--- config.mk ---
export PLATFORM = sky130hd
export DESIGN_NAME = frame_atomic_fifo
export DESIGN_NICKNAME = d
export VERILOG_FILES = /design/src/rtl/fw_pkg.sv /design/src/rtl/fw_storage.sv /design/src/rtl/fw_writer.sv /design/src/rtl/fw_drop_ctr.sv /design/src/rtl/frame_atomic_fifo.sv
export SDC_FILE = /design/constraint.sdc
export NUM_CORES = 1
export LEC_CHECK = 0
export BUFFER_PORTS_ARGS = -buffer_cell sky130_fd_sc_hd__buf_2
export CORE_ASPECT_RATIO = 0.8
export CORE_UTILIZATION = 53
export DETAILED_ROUTE_END_ITERATION = 10
export PLACE_DENSITY = 0.71
export SETUP_SLACK_MARGIN = 0.15
export SYNTH_ARGS = -nofsm -noshare
export SYNTH_HDL_FRONTEND = slang
export SYNTH_SLANG_ARGS = --single-unit
--- constraint.sdc ---
create_clock -name clk_i -period 13.1 [get_ports clk_i]
set_input_delay 2.62 -clock clk_i [delete_from_list [all_inputs] [get_ports clk_i]]
set_output_delay 2.62 -clock clk_i [all_outputs]
set_load 0.01 [all_outputs]
--- src/rtl/fw_pkg.sv ---
package fw_pkg;
  localparam int unsigned FW_DEPTH  = 20;
  localparam int unsigned FW_NCH    = 5;
  localparam int unsigned FW_DW     = 16;
  localparam int unsigned FW_DROP_W = 8;

  typedef enum logic {
    WR_IDLE  = 1'b0,
    WR_BURST = 1'b1
  } wr_state_e;
endpackage

--- src/rtl/fw_storage.sv ---
module fw_storage #(
  parameter int unsigned DEPTH = fw_pkg::FW_DEPTH,
  parameter int unsigned DW    = fw_pkg::FW_DW,
  localparam int unsigned AW   = (DEPTH > 1) ? $clog2(DEPTH) : 1,
  localparam int unsigned LW   = $clog2(DEPTH + 1)
) (
  input  logic          clk_i,
  input  logic          rst_ni,
  input  logic          flush_i,
  input  logic          push_i,
  input  logic          push_sof_i,
  input  logic [DW-1:0] push_data_i,
  input  logic          pop_i,
  output logic [DW-1:0] rd_data_o,
  output logic          rd_sof_o,
  output logic [LW-1:0] level_o,
  output logic          empty_o
);
  localparam logic [AW-1:0] LAST = AW'(DEPTH - 1);

  logic [DW:0]   mem_q [DEPTH];
  logic [AW-1:0] wptr_q, rptr_q;
  logic [LW-1:0] level_q;

  function automatic logic [AW-1:0] ptr_inc(input logic [AW-1:0] p);
    return (p == LAST) ? '0 : p + 1'b1;
  endfunction

  always_ff @(posedge clk_i) begin
    if (push_i && !flush_i) mem_q[wptr_q] <= {push_sof_i, push_data_i};
  end

  always_ff @(posedge clk_i or negedge rst_ni) begin
    if (!rst_ni) begin
      wptr_q  <= '0;
      rptr_q  <= '0;
      level_q <= '0;
    end else if (flush_i) begin
      wptr_q  <= '0;
      rptr_q  <= '0;
      level_q <= '0;
    end else begin
      if (push_i) wptr_q <= ptr_inc(wptr_q);
      if (pop_i)  rptr_q <= ptr_inc(rptr_q);
      case ({push_i, pop_i})
        2'b10:   level_q <= level_q + 1'b1;
        2'b01:   level_q <= level_q - 1'b1;
        default: level_q <= level_q;
      endcase
    end
  end

  assign rd_data_o = mem_q[rptr_q][DW-1:0];
  assign rd_sof_o  = mem_q[rptr_q][DW];
  assign level_o   = level_q;
  assign empty_o   = (level_q == '0);

  AST_NO_OVERFLOW: assert property (@(posedge clk_i) disable iff (!rst_ni)
    push_i |-> (level_q < LW'(DEPTH)) || pop_i);
  AST_NO_UNDERFLOW: assert property (@(posedge clk_i) disable iff (!rst_ni)
    pop_i |-> level_q != '0);
  AST_FLUSH_EMPTIES: assert property (@(posedge clk_i) disable iff (!rst_ni)
    flush_i |=> level_q == '0);
  AST_OCC_HOLD: assert property (@(posedge clk_i) disable iff (!rst_ni)
    (push_i && pop_i && !flush_i) |=> $stable(level_q));
endmodule

--- src/rtl/fw_writer.sv ---
module fw_writer #(
  parameter int unsigned DEPTH = fw_pkg::FW_DEPTH,
  parameter int unsigned NCH   = fw_pkg::FW_NCH,
  parameter int unsigned DW    = fw_pkg::FW_DW,
  localparam int unsigned LW   = $clog2(DEPTH + 1),
  localparam int unsigned IW   = (NCH > 1) ? $clog2(NCH) : 1
) (
  input  logic              clk_i,
  input  logic              rst_ni,
  input  logic              en_i,
  input  logic              strobe_i,
  input  logic [NCH*DW-1:0] ch_data_i,
  input  logic              flush_i,
  input  logic [LW-1:0]     level_i,
  output logic              push_o,
  output logic              push_sof_o,
  output logic [DW-1:0]     push_data_o,
  output logic              skip_o
);
  import fw_pkg::*;

  localparam logic [LW-1:0] ROOM_MAX = LW'(DEPTH - NCH);
  localparam logic [IW-1:0] IDX_LAST = IW'(NCH - 1);

  wr_state_e                state_q;
  logic [IW-1:0]            idx_q;
  logic [NCH-1:0][DW-1:0]   lat_q;
  logic                     start, admit, busy;

  assign busy  = (state_q == WR_BURST);
  assign start = strobe_i && en_i && !busy && !flush_i;
  assign admit = start && (level_i <= ROOM_MAX);
  assign skip_o = start && !admit;

  assign push_o      = !flush_i && (admit || busy);
  assign push_sof_o  = !busy;
  assign push_data_o = busy ? lat_q[idx_q] : ch_data_i[DW-1:0];

  always_ff @(posedge clk_i) begin
    if (admit) lat_q <= ch_data_i;
  end

  always_ff @(posedge clk_i or negedge rst_ni) begin
    if (!rst_ni) begin
      state_q <= WR_IDLE;
      idx_q   <= '0;
    end else if (flush_i) begin
      state_q <= WR_IDLE;
      idx_q   <= '0;
    end else if (admit) begin
      state_q <= (NCH > 1) ? WR_BURST : WR_IDLE;
      idx_q   <= IW'(1);
    end else if (busy) begin
      if (idx_q == IDX_LAST) begin
        state_q <= WR_IDLE;
        idx_q   <= '0;
      end else begin
        idx_q <= idx_q + 1'b1;
      end
    end
  end

  AST_DISABLED_IDLE: assert property (@(posedge clk_i) disable iff (!rst_ni)
    (!busy && !en_i) |=> state_q == WR_IDLE);
  AST_FLUSH_ABORTS: assert property (@(posedge clk_i) disable iff (!rst_ni)
    flush_i |=> state_q == WR_IDLE);
  AST_FULL_REFUSED: assert property (@(posedge clk_i) disable iff (!rst_ni)
    (strobe_i && level_i > ROOM_MAX && !busy) |-> !push_o);
endmodule

--- src/rtl/fw_drop_ctr.sv ---
module fw_drop_ctr #(
  parameter int unsigned W = fw_pkg::FW_DROP_W
) (
  input  logic         clk_i,
  input  logic         rst_ni,
  input  logic         inc_i,
  output logic [W-1:0] cnt_o
);
  localparam logic [W-1:0] MAX = '1;

  logic [W-1:0] cnt_q;

  always_ff @(posedge clk_i or negedge rst_ni) begin
    if (!rst_ni)                   cnt_q <= '0;
    else if (inc_i && cnt_q != MAX) cnt_q <= cnt_q + 1'b1;
  end

  assign cnt_o = cnt_q;

  AST_DROP_SAT: assert property (@(posedge clk_i) disable iff (!rst_ni)
    (cnt_q == MAX) |=> cnt_q == MAX);
  AST_DROP_STEP: assert property (@(posedge clk_i) disable iff (!rst_ni)
    (inc_i && cnt_q != MAX) |=> cnt_q == $past(cnt_q) + 1'b1);
  AST_DROP_IDLE: assert property (@(posedge clk_i) disable iff (!rst_ni)
    !inc_i |=> $stable(cnt_q));
endmodule

--- src/rtl/frame_atomic_fifo.sv ---
module frame_atomic_fifo #(
  parameter int unsigned DEPTH  = fw_pkg::FW_DEPTH,
  parameter int unsigned NCH    = fw_pkg::FW_NCH,
  parameter int unsigned DW     = fw_pkg::FW_DW,
  parameter int unsigned DROP_W = fw_pkg::FW_DROP_W,
  localparam int unsigned LW    = $clog2(DEPTH + 1)
) (
  input  logic              clk_i,
  input  logic              rst_ni,
  input  logic              en_i,
  input  logic              strobe_i,
  input  logic [NCH*DW-1:0] ch_data_i,
  input  logic              flush_i,
  input  logic              rd_ready_i,
  output logic              rd_valid_o,
  output logic [DW-1:0]     rd_data_o,
  output logic              rd_sof_o,
  output logic [LW-1:0]     level_o,
  output logic [DROP_W-1:0] drop_cnt_o
);
  logic          push, push_sof, pop, skip, empty;
  logic [DW-1:0] push_data;

  fw_writer #(.DEPTH(DEPTH), .NCH(NCH), .DW(DW)) u_writer (
    .clk_i       (clk_i),
    .rst_ni      (rst_ni),
    .en_i        (en_i),
    .strobe_i    (strobe_i),
    .ch_data_i   (ch_data_i),
    .flush_i     (flush_i),
    .level_i     (level_o),
    .push_o      (push),
    .push_sof_o  (push_sof),
    .push_data_o (push_data),
    .skip_o      (skip)
  );

  assign pop = rd_ready_i && !empty && !flush_i;

  fw_storage #(.DEPTH(DEPTH), .DW(DW)) u_store (
    .clk_i       (clk_i),
    .rst_ni      (rst_ni),
    .flush_i     (flush_i),
    .push_i      (push),
    .push_sof_i  (push_sof),
    .push_data_i (push_data),
    .pop_i       (pop),
    .rd_data_o   (rd_data_o),
    .rd_sof_o    (rd_sof_o),
    .level_o     (level_o),
    .empty_o     (empty)
  );

  fw_drop_ctr #(.W(DROP_W)) u_drop (
    .clk_i  (clk_i),
    .rst_ni (rst_ni),
    .inc_i  (skip),
    .cnt_o  (drop_cnt_o)
  );

  assign rd_valid_o = !empty;

  AST_VALID_LEVEL: assert property (@(posedge clk_i) disable iff (!rst_ni)
    rd_valid_o == (level_o != '0));
  AST_POP_ADVANCES: assert property (@(posedge clk_i) disable iff (!rst_ni)
    (rd_valid_o && rd_ready_i && !push && !flush_i) |=> level_o == $past(level_o) - 1'b1);
endmodule

==> impl_results.md <==
- Top_reg_cell synth: edfxtp_1
- R2r worst-path depth: 5
- CTS Buffer Depth: 3
- Mapped Cells: 887
- Max-cap violations: 0
- Final GP Congestion: 0.800
- Num CTS Buffers: 41
- CTS clk-pin slew, worst paths: 0.07 ns
- LEAKAGE: 6.76 nW
- Crit path kind: flip-flop to primary output
- Root Buffer: clkbuf_16
- Synth top cells by count: edfxtp_1 (420), mux4_2 (101), nor2_1 (66), mux2_2 (35)
- Avg Inst Size Synth: 19.9 µm²
- Status: finished with violations
- Clock skew: 0.0127 ns
- Max FO, Critical Path: 48
- Die area: 34000 µm²
- Startpoint types: flip-flop
- Slew Limit Headroom: 15.6%
- Failing checks: design-rule violations
- Ant. Diodes: 0
- Share of cells above drive strength 1: 35.4%
- Routed vias/inst: 6.11
- Area leader, netlist: edfxtp_1
- Clock H-tree levels: 2
- Final Slew Violations: 0
- Buffers on Ports: 116
- DRC: 1
- DIE HEIGHT: 165 µm
- Unrepaired setup endpoints after global routing: no
- Post-cts resize count: 0
- GR Overflow Total: 0
- Min-delay src: u_drop.cnt_o[7]
- Global-route wire length before repair: 57600 µm
- Fmax achieved: 0.153 GHz
- Post-Syn Nets: 985
- Netlist cell types: 47
- Maximum number of pins on one net before global-route repair: 81
- Crit path DAT: 3.93 ns
- Routed WL: 38500 µm
- Final count of negative-setup-slack endpoints: 0
- Worst hold-check path type: flip-flop to flip-flop
- Hold Fails Final Rpt: 0
- Most frequent cell after synthesis: edfxtp_1
- Post-Synthesis Cell Area: 17700 µm²
- Tcrit/Tclk final: 50.0%
- Yosys top cell area share: 71.4%
- Fin crit period: 6.55 ns
- Number of global-route vias before repair: 9335
- CP Capture Type: primary output
- Async SR Flop Fraction: 6.04%
- Die X: 206 µm
- Post-Route Utilization: 62.4%
- Routed length per instance: 25.7 µm
- Layout area overhead: 15.3%
- Multi-input logic area: 4140 µm²
- Vias: 9153
- Starting Density: 54.1%
- #FFs+latches synth: 447
- Filler Cell Count: 2223
- # IOs: 117
- Reg area: 13300 µm²
- Final net count: 1137
- Pwr Density: 171 nW/µm²
- Hold Crit Depth: 1
- EDFF count, synth: 420
- Core box area: 32600 µm²
- Hold_buf cts: 0
- Worst skew pair latency: 0.55 ns
- Ys Warns: 0
- Detail Route Antenna Nets: 0
- CP required: 10.48 ns
- Initial drt markers: 965
- CTS tree: yes
- Initial antenna violation count: 0
- Worst r2r src: u_writer.busy
- Worst-Margin Slew: 1.26 ns
- Worst Hold Path EP: u_drop.cnt_o[7]
- Postcts setup bufs: 0
- Worst reg2reg path endpoint: u_store.mem_q[9][9]
- Sequential share of the synthesized area: 75.3%
- Max rail drop VDD: 0.152 mV
- Final HPWL DP: 22500 µm
- GRT Total Usage: 23.7%
- Site row count: 59
- Num Clock Sinks: 447
- Flop2flop setup slack: 9.89 ns
- TritonRoute pass-1 iters: 8
- Top post-synthesis cells by area: edfxtp_1 (71%), mux4_2 (13%), dfrtp_1 (3.8%), mux2_2 (2.2%), nor2_1 (1.4%)
- Post-route setup TNS: 0 ns
==> area by class of cell <==
class	count	share of cell area, %
clock buffers	43	5.18
multi-input cells	368	20.3
inverters	29	0.535
well taps	427	2.62
clock inverters	32	1.86
flip-flops and latches	447	65.3
repair buffers	152	4.18
==> through the flow <==
| stage | total power, mW | setup slack (ns) | hold WS [ns] | std cells | cell area (µm²) |
|---|---|---|---|---|---|
| after detailed placement | 2.26 | 6.99 | 0.488 | 1423 | 18900 |
| final | 3.49 | 6.55 | 0.503 | 1498 | 20400 |
| after floorplan | 2.08 | 4.20 | 0.511 | 887 | 17700 |
| after CTS | 3.51 | 6.43 | 0.498 | 1498 | 20400 |
| after global routing | 3.61 | 6.24 | 0.533 | 1498 | 20400 |
| after global placement | 2.25 | 7.05 | 0.483 | 1423 | 18900 |
==> power breakdown <==
group | switching [mW] | internal (mW) | total [mW]
logic | 0.281 | 0.247 | 0.528
registers | 0.0550 | 1.64 | 1.70
clock network | 0.515 | 0.746 | 1.26
total | 0.852 | 2.63 | 3.49
==> critical path, cell delays in order, from the launching register on <==
cell,delay [ns]
dfrtp_4,1.03
buf_4,0.82
mux4_2,0.59
mux2_2,0.28
o22ai_1,0.21
a21oi_1,0.14
buf_2,0.25
==> placed cells by master (no fill, tap or decap), types with 7 or more instances in the layout <==
master	n
clkinv_1	14
nor2_1	47
edfxtp_1	420
a21oi_1	26
buf_4	36
dfrtp_1	24
mux2_2	35
mux4_2	101
nand2_1	18
buf_2	116
ha_1	11
nor2_2	19
o22ai_1	17
inv_1	27
bufinv_16	8
clkbuf_16	42
a221oi_1	16
o21ai_0	9
clkinv_2	7
==> worst max-delay path by stage <==
stage	end	cells past startpoint	from	slack [ns]
after global routing	rd_data_o[10]	6	u_store.rptr_q[0]	6.24
after floorplan	u_writer.lat_q[0]	2	flush_i	4.20
after detailed placement	rd_data_o[10]	6	u_store.rptr_q[0]	6.99
after CTS	rd_data_o[10]	6	u_store.rptr_q[0]	6.43
final	rd_data_o[10]	6	u_store.rptr_q[0]	6.55
after global placement	rd_data_o[10]	6	u_store.rptr_q[0]	7.05
==> sequential cells by signal (all words and copies together) (netlist names) <==
register	flops
u_store.mem_q	340
u_writer.lat_q	80
u_drop.cnt_o	8
u_store.level_o	5
u_store.rptr_q	5
u_store.wptr_q	5
u_writer.idx_q	3
u_writer.busy	1
==> cell families (layout without fill, tap and decap cells) <==
logic type / Yosys count / after routing / synth area share [%]
compound gates: 83 / 83 / 3.10
xor+xnor: 11 / 11 / 0.652
fa+ha+maj: 12 / 12 / 0.893
buf+inv: 72 / 256 / 1.62
flops: 447 / 447 / 75.3
mux: 138 / 138 / 15.2
simple gates: 124 / 124 / 3.23
==> routing by layer <==
layer / share of wire [%] / up-vias / GRT usage [%]
li1: - / 3911 / -
met1: 43 / 4763 / 35.0
met2: 46 / 419 / 37.2
met3: 8.6 / 60 / 4.28
met4: 2.0 / 0 / 5.65
met5: 0 / - / 0
(Power assumes the default switching activity.)
